File: src/rtl/hbus_pkg.sv
package hbus_pkg;

   typedef enum logic {
      QUAL_STRICT = 1'b0,
      QUAL_FAST   = 1'b1
   } qual_mode_e;

   typedef struct packed {
      logic wr;
      logic rd;
   } hbus_req_t;

   localparam int REQ_W = $bits(hbus_req_t);

endpackage

File: src/rtl/hbus_rst_sync.sv
module hbus_rst_sync #(
   parameter int STAGES = 2
) (
   input  logic clk_i,
   input  logic rst_n_i,
   output logic rst_n_o
);
   logic [STAGES-1:0] chain_q;

   generate
      if (STAGES < 2) begin : g_bad_stages
         $error("hbus_rst_sync: STAGES must be at least 2");
      end
   endgenerate

   always_ff @(posedge clk_i or negedge rst_n_i) begin
      if (!rst_n_i) chain_q <= '0;
      else          chain_q <= {chain_q[STAGES-2:0], 1'b1};
   end

   assign rst_n_o = chain_q[STAGES-1];
endmodule

File: src/rtl/hbus_sync.sv
module hbus_sync #(
   parameter int WIDTH  = 2,
   parameter int STAGES = 2
) (
   input  logic             clk_i,
   input  logic             rst_n_i,
   input  logic [WIDTH-1:0] d_i,
   output logic [WIDTH-1:0] q_o
);
   logic [WIDTH-1:0] stage_q [STAGES];

   generate
      for (genvar s = 0; s < STAGES; s++) begin : g_stage
         always_ff @(posedge clk_i or negedge rst_n_i) begin
            if (!rst_n_i) stage_q[s] <= '0;
            else if (s == 0) stage_q[s] <= d_i;
            else stage_q[s] <= stage_q[(s == 0) ? 0 : s-1];
         end
      end
   endgenerate

   assign q_o = stage_q[STAGES-1];
endmodule

File: src/rtl/hbus_decode.sv
module hbus_decode
   import hbus_pkg::*;
#(
   parameter int ADDR_W = 8
) (
   input  logic              clk_i,
   input  logic              rst_n_i,
   input  logic              intel_mode_i,
   input  logic              muxed_i,
   input  logic              cs_n_i,
   input  logic              rd_n_i,
   input  logic              wr_n_i,
   input  logic              ds_n_i,
   input  logic              rw_i,
   input  logic              ale_i,
   input  logic [ADDR_W-1:0] ad_addr_i,
   input  logic [ADDR_W-1:0] sep_addr_i,
   output hbus_req_t         req_o,
   output logic [ADDR_W-1:0] addr_o
);
   logic [ADDR_W-1:0] held_q;

   always_comb begin
      if (intel_mode_i) begin
         req_o.wr = !cs_n_i && !wr_n_i;
         req_o.rd = !cs_n_i && !rd_n_i;
      end else begin
         req_o.wr = !cs_n_i && !ds_n_i && !rw_i;
         req_o.rd = !cs_n_i && !ds_n_i &&  rw_i;
      end
   end

   // Address capture: follows the shared bus while ALE is high, holds after.
   always_ff @(posedge clk_i or negedge rst_n_i) begin
      if (!rst_n_i)   held_q <= '0;
      else if (ale_i) held_q <= ad_addr_i;
   end

   always_comb begin
      if (!muxed_i)   addr_o = sep_addr_i;
      else if (ale_i) addr_o = ad_addr_i;
      else            addr_o = held_q;
   end
endmodule

File: src/rtl/hbus_qual.sv
module hbus_qual
   import hbus_pkg::*;
#(
   parameter int ADDR_W = 8,
   parameter int DATA_W = 8
) (
   input  logic              clk_i,
   input  logic              rst_n_i,
   input  qual_mode_e        mode_i,
   input  hbus_req_t         raw_i,
   input  hbus_req_t         sync_i,
   input  logic [ADDR_W-1:0] addr_i,
   input  logic [DATA_W-1:0] data_i,
   output logic              wr_stb_o,
   output logic              rd_stb_o,
   output logic              ready_o,
   output logic [ADDR_W-1:0] acc_addr_o,
   output logic [DATA_W-1:0] wr_data_o
);
   hbus_req_t prev_q, acc, acc_q;
   logic      fast;

   assign fast = (mode_i == QUAL_FAST);

   always_comb begin
      acc.wr = sync_i.wr && (fast || prev_q.wr);
      acc.rd = sync_i.rd && (fast || prev_q.rd);
   end

   always_ff @(posedge clk_i or negedge rst_n_i) begin
      if (!rst_n_i) begin
         prev_q     <= '0;
         acc_q      <= '0;
         acc_addr_o <= '0;
         wr_data_o  <= '0;
      end else begin
         prev_q <= sync_i;
         acc_q  <= acc;
         if (raw_i.wr || raw_i.rd) begin
            acc_addr_o <= addr_i;
            wr_data_o  <= data_i;
         end
      end
   end

   assign wr_stb_o = acc_q.wr && !acc.wr;
   assign rd_stb_o = acc.rd && !acc_q.rd;
   assign ready_o  = acc.wr || acc.rd;
endmodule

File: src/rtl/hbus_regfile.sv
module hbus_regfile #(
   parameter int                ADDR_W    = 8,
   parameter int                DATA_W    = 8,
   parameter logic [ADDR_W-1:0] CTRL_ADDR = 8'h0F
) (
   input  logic              clk_i,
   input  logic              rst_n_i,
   input  logic              we_i,
   input  logic [ADDR_W-1:0] waddr_i,
   input  logic [DATA_W-1:0] wdata_i,
   input  logic [ADDR_W-1:0] raddr_i,
   output logic [DATA_W-1:0] rdata_o,
   output logic              mode_bit_o
);
   localparam int DEPTH = 1 << ADDR_W;

   logic [DATA_W-1:0] mem_q [DEPTH];

   always_ff @(posedge clk_i or negedge rst_n_i) begin
      if (!rst_n_i) begin
         for (int i = 0; i < DEPTH; i++) mem_q[i] <= '0;
      end else if (we_i) begin
         mem_q[waddr_i] <= wdata_i;
      end
   end

   assign rdata_o    = mem_q[raddr_i];
   assign mode_bit_o = mem_q[CTRL_ADDR][0];
endmodule

File: src/rtl/hbus_slave.sv
module hbus_slave
   import hbus_pkg::*;
#(
   parameter int                ADDR_W      = 8,
   parameter int                DATA_W      = 8,
   parameter int                SYNC_STAGES = 2,
   parameter logic [ADDR_W-1:0] CTRL_ADDR   = 8'h0F
) (
   input  logic              clk_i,
   input  logic              rst_n_i,
   input  logic              intel_mode_i,
   input  logic              muxed_i,
   input  logic              cs_n_i,
   input  logic              rd_n_i,
   input  logic              wr_n_i,
   input  logic              ds_n_i,
   input  logic              rw_i,
   input  logic              ale_i,
   input  logic [DATA_W-1:0] ad_i,
   input  logic [ADDR_W-1:0] addr_i,
   output logic [DATA_W-1:0] ad_o,
   output logic              ad_oe_o,
   output logic              ready_o,
   output logic              wr_stb_o,
   output logic              rd_stb_o,
   output logic [ADDR_W-1:0] acc_addr_o,
   output logic [DATA_W-1:0] wr_data_o
);
   generate
      if (ADDR_W != DATA_W) begin : g_bad_width
         $error("hbus_slave: shared bus needs ADDR_W == DATA_W");
      end
      if (SYNC_STAGES < 2) begin : g_bad_sync
         $error("hbus_slave: SYNC_STAGES must be at least 2");
      end
   endgenerate

   logic              rst_n_s;
   hbus_req_t         raw_req, sync_req;
   logic [ADDR_W-1:0] cur_addr;
   logic              mode_bit;

   hbus_rst_sync #(.STAGES(SYNC_STAGES)) u_rst (
      .clk_i(clk_i), .rst_n_i(rst_n_i), .rst_n_o(rst_n_s)
   );

   hbus_decode #(.ADDR_W(ADDR_W)) u_dec (
      .clk_i(clk_i), .rst_n_i(rst_n_s),
      .intel_mode_i(intel_mode_i), .muxed_i(muxed_i),
      .cs_n_i(cs_n_i), .rd_n_i(rd_n_i), .wr_n_i(wr_n_i),
      .ds_n_i(ds_n_i), .rw_i(rw_i), .ale_i(ale_i),
      .ad_addr_i(ad_i), .sep_addr_i(addr_i),
      .req_o(raw_req), .addr_o(cur_addr)
   );

   hbus_sync #(.WIDTH(REQ_W), .STAGES(SYNC_STAGES)) u_sync (
      .clk_i(clk_i), .rst_n_i(rst_n_s), .d_i(raw_req), .q_o(sync_req)
   );

   hbus_qual #(.ADDR_W(ADDR_W), .DATA_W(DATA_W)) u_qual (
      .clk_i(clk_i), .rst_n_i(rst_n_s),
      .mode_i(qual_mode_e'(mode_bit)),
      .raw_i(raw_req), .sync_i(sync_req),
      .addr_i(cur_addr), .data_i(ad_i),
      .wr_stb_o(wr_stb_o), .rd_stb_o(rd_stb_o), .ready_o(ready_o),
      .acc_addr_o(acc_addr_o), .wr_data_o(wr_data_o)
   );

   hbus_regfile #(.ADDR_W(ADDR_W), .DATA_W(DATA_W), .CTRL_ADDR(CTRL_ADDR)) u_regs (
      .clk_i(clk_i), .rst_n_i(rst_n_s),
      .we_i(wr_stb_o), .waddr_i(acc_addr_o), .wdata_i(wr_data_o),
      .raddr_i(cur_addr), .rdata_o(ad_o), .mode_bit_o(mode_bit)
   );

   assign ad_oe_o = raw_req.rd;
endmodule

File: config.mk
export PLATFORM = sky130hd
export DESIGN_NAME = hbus_slave
export DESIGN_NICKNAME = d
export VERILOG_FILES = /design/src/rtl/hbus_pkg.sv /design/src/rtl/hbus_rst_sync.sv /design/src/rtl/hbus_sync.sv /design/src/rtl/hbus_decode.sv /design/src/rtl/hbus_qual.sv /design/src/rtl/hbus_regfile.sv /design/src/rtl/hbus_slave.sv
export SDC_FILE = /design/constraint.sdc
export NUM_CORES = 2
export LEC_CHECK = 0
export BUFFER_PORTS_ARGS = -buffer_cell sky130_fd_sc_hd__buf_2
export CAP_MARGIN = 20
export CORE_MARGIN = 1
export CORE_UTILIZATION = 55
export DETAILED_ROUTE_END_ITERATION = 8
export HOLD_SLACK_MARGIN = 0.1
export PLACE_DENSITY_LB_ADDON = 0.05
export SYNTH_ARGS = -nofsm -noshare
export SYNTH_HDL_FRONTEND = slang
export SYNTH_SLANG_ARGS = --single-unit
export TNS_END_PERCENT = 5
File: constraint.sdc
create_clock -name clk_i -period 82.4 [get_ports clk_i]
set_clock_uncertainty 0.15 [all_clocks]
set_input_delay 16.48 -clock clk_i [delete_from_list [all_inputs] [get_ports clk_i]]
set_output_delay 16.48 -clock clk_i [all_outputs]
set_load 0.03 [all_outputs]
==> flow_summary.json <==
{
  "ys_async_sr_fraction_pct": 100,
  "insertion_delay_ns": 0.88,
  "synth_largest_area_cell": "dfrtp_1",
  "cp_max_fo": 68,
  "switchingPower_w": 0.000667,
  "nets": 7325,
  "setup_tns_ns": 0,
  "timing.fmax_ghz": 0.0253,
  "portBuffers": 53,
  "drc": 0,
  "grt_pass1_vias": 64800,
  "clock_sinks": 2082,
  "grt_overflow": 0,
  "critPathKind": "in -> out",
  "ys_ff_latch": 2082,
  "antenna_found_initial": 15,
  "vias": 65500,
  "clock_path_buffers": 3,
  "yosysTopAreaCellShare_pct": 54.0,
  "routed_wl_microns": 318000,
  "die_w_microns": 421,
  "nFillCells": 13700,
  "fin_util_pct": 60.9,
  "h-tree-depth": 4,
  "synthFlopType": "dfrtp_1",
  "power.density_nw_per_um2": 22.2,
  "irDropWorstVdd_mv": 0.0256,
  "dpl.hpwl_microns": 201000,
  "cts_tree": "built",
  "antenna_left": 0,
  "fin_total_pwr_w": 0.00235,
  "cp-start-kind": "primary input",
  "p_int_w": 0.00168,
  "r2r-start": "u_rst.chain_q[1]",
  "synth_nets": 7430,
  "leakage_nw": 50.6,
  "setup_viol": 0,
  "crit_end": "ad_o[5]",
  "cts_buffers": 216,
  "worstPathRequired_ns": 65.77,
  "drv_cap": 0,
  "syn_area_per_cell_sq_um": 13.0,
  "grt_max_degree": 167,
  "rsz0062_at_grt": "false",
  "synthMostInstantiatedCell": "dfrtp_1",
  "ctsHoldBuffers": 0,
  "rr_worst_depth": 6,
  "yosys-top-cells-count": "2082 x dfrtp_1, 2036 x mux2_2, 835 x nand2_1",
  "initial_core_util_pct": 55.5,
  "seqPwrFrac_pct": 45.0,
  "die_height_microns": 421,
  "fin_area_sq_um": 106000,
  "maxSlewHeadroom_pct": 16.6,
  "crit_start": "muxed_i",
  "cts-root-buf": "clkbuf_16",
  "via_per_inst": 6.67,
  "drv_slew": 0,
  "drtIter0Drc": 7809,
  "post_cts_buffers": 0,
  "core_sq_um": 174000,
  "area_growth_pct": 9.79,
  "rows": 153,
  "io_pins": 54,
  "fin_crit_ns": 39.58,
  "ys_warn_count": 0,
  "clk_pin_slew_ns": 0.06,
  "placed_area_sq_um": 98500,
  "die_area_sq_um": 177000,
  "endpoint_kind": "primary output",
  "synth.distinct_cells": 69,
  "wl_per_cell_microns": 32.4,
  "drive_gt1_share_pct": 38.2,
  "first_pass_iters": 6,
  "syn_inst": 7404,
  "p_sw_share_pct": 28.4,
  "dp.cells": 9395,
  "hold_depth": 0,
  "timing.final.crit_share_pct": 48.0,
  "synth_area_sq_um": 96500,
  "grtUsageTotal_pct": 36.0,
  "synthTopCellsByArea": "dfrtp_1 54%, mux2_2 24%, mux4_2 3.8%",
  "cp.arrival_ns": 22.95,
  "grt_pass1_wl_microns": 468000,
  "r2r_end": "u_regs.mem_q[499]",
  "final_cells": 9810,
  "ys_seq_area_share_pct": 54.0,
  "post_cts_resized": 0,
  "finalHoldViolCount": 0,
  "synth_edf_count": 0,
  "tightest_slew_ns": 1.25,
  "p_clk_share_pct": 42.8,
  "status": "complete, no violations",
  "min_path_type": "reg -> reg",
  "pwr-share-comb_pct": 12.2,
  "globalplace.congestion": 0.925,
  "reg2reg_slack_ns": 76.14
}
==> flip-flops by register name, summed over array words and instances (netlist names) <==
name               flops
u_sync.q_o             2
u_dec.held_q           8
u_sync.stage_q         2
u_qual.wr_data_o       8
u_qual.acc_q           2
u_regs.mem_q        2047
u_qual.prev_q          2
u_regs.mode_bit_o      1
u_rst.chain_q          2
u_qual.acc_addr_o      8
==> worst min-delay path by stage <==
| stage | start | end |
|---|---|---|
| after floorplan | u_rst.chain_q[0] | u_rst.chain_q[1] |
| after global placement | u_rst.chain_q[0] | u_rst.chain_q[1] |
| after detailed placement | u_rst.chain_q[0] | u_rst.chain_q[1] |
| after CTS | u_rst.chain_q[0] | u_rst.chain_q[1] |
| after global routing | u_sync.stage_q[2] | u_sync.q_o[0] |
| final | u_rst.chain_q[0] | u_rst.chain_q[1] |
==> worst max-delay path: stages <==
cell      delay (ns)
buf_4           0.14
buf_4           0.33
nor2_4          0.34
buf_4           0.45
a21o_4          0.60
buf_4           0.82
buf_4           0.64
buf_4           0.62
nand2_1         0.10
a31oi_1         0.22
nand2_1         0.08
o211ai_1        0.41
o21ai_0         0.26
nor4_1          0.99
buf_2           0.36
==> metrics by stage <==
| step | setup slack [ns] | hold slack [ns] |
|---|---|---|
| 2_1_floorplan | 19.92 | 0.181 |
| 5_1_grt | 42.92 | 0.215 |
| 6_report | 42.82 | 0.198 |
| 4_1_cts | 43.05 | 0.204 |
| 3_5_place_dp | 43.07 | 0.189 |
| 3_3_place_gp | 42.34 | 0.186 |
==> per-layer routing <==
metal / part of all wire, % / track usage (%)
met5: 0.021 / 0
met4: 6.0 / 18.7
met3: 8.4 / 7.31
met2: 44 / 52.2
met1: 42 / 51.3
==> cell type report <==
cell class | instances | area [sq um] | area share, %
inverters | 52 | 195 | 0.184
clock buffers | 338 | 6740 | 6.36
clock inverters | 55 | 573 | 0.541
flip-flops and latches | 2082 | 52100 | 49.2
repair buffers | 244 | 1870 | 1.76
diodes | 11 | 27.5 | 0.0260
well taps | 2325 | 2910 | 2.74
multi-input cells | 4703 | 41500 | 39.2
==> cell families (layout without fill, tap and decap cells) <==
kind of cell	count (synthesis)	in the layout	synth area share, %
DFF	2082	2082	54.0
muxes	2386	2386	30.5
buffers and inverters	619	689	3.24
AOI/OAI and AO/OA	946	946	6.48
other	1	12	0.00388
and+or+nand+nor	1370	1370	5.82
==> placed cells by master, fill, tap and decap left out, types with 13 or more instances in the layout <==
cell type  instances
dfrtp_1         2073
mux2_2          2035
nand2_1          828
a21oi_1          320
nor2_1           250
clkbuf_16        222
buf_4            173
nand3_1          169
mux4_2           164
a22oi_1          137
mux2i_1          123
o21ai_0          100
a211oi_1          90
clkbuf_8          77
buf_2             53
inv_1             52
mux4_1            52
a221oi_1          48
clkbuf_1          41
a32oi_1           37
clkinv_2          35
o22ai_1           33
a2111oi_0         31
a31oi_1           26
o211ai_1          24
nand4_1           23
a311oi_1          21
nor3_1            20
o2111ai_1         16
a22o_1            16
nor4_1            13
==> power groups by stage <==
stage | registers (W) | logic (W) | clock network, W
3_3_place_gp | 0.00107 | 0.000277 | 0
6_report | 0.00106 | 0.000287 | 0.00101
5_1_grt | 0.00106 | 0.000295 | 0.00106
3_5_place_dp | 0.00107 | 0.000280 | 0
4_1_cts | 0.00106 | 0.000280 | 0.00102
2_1_floorplan | 0.00108 | 0.000151 | 0
Power figures use the tool's default switching activity.
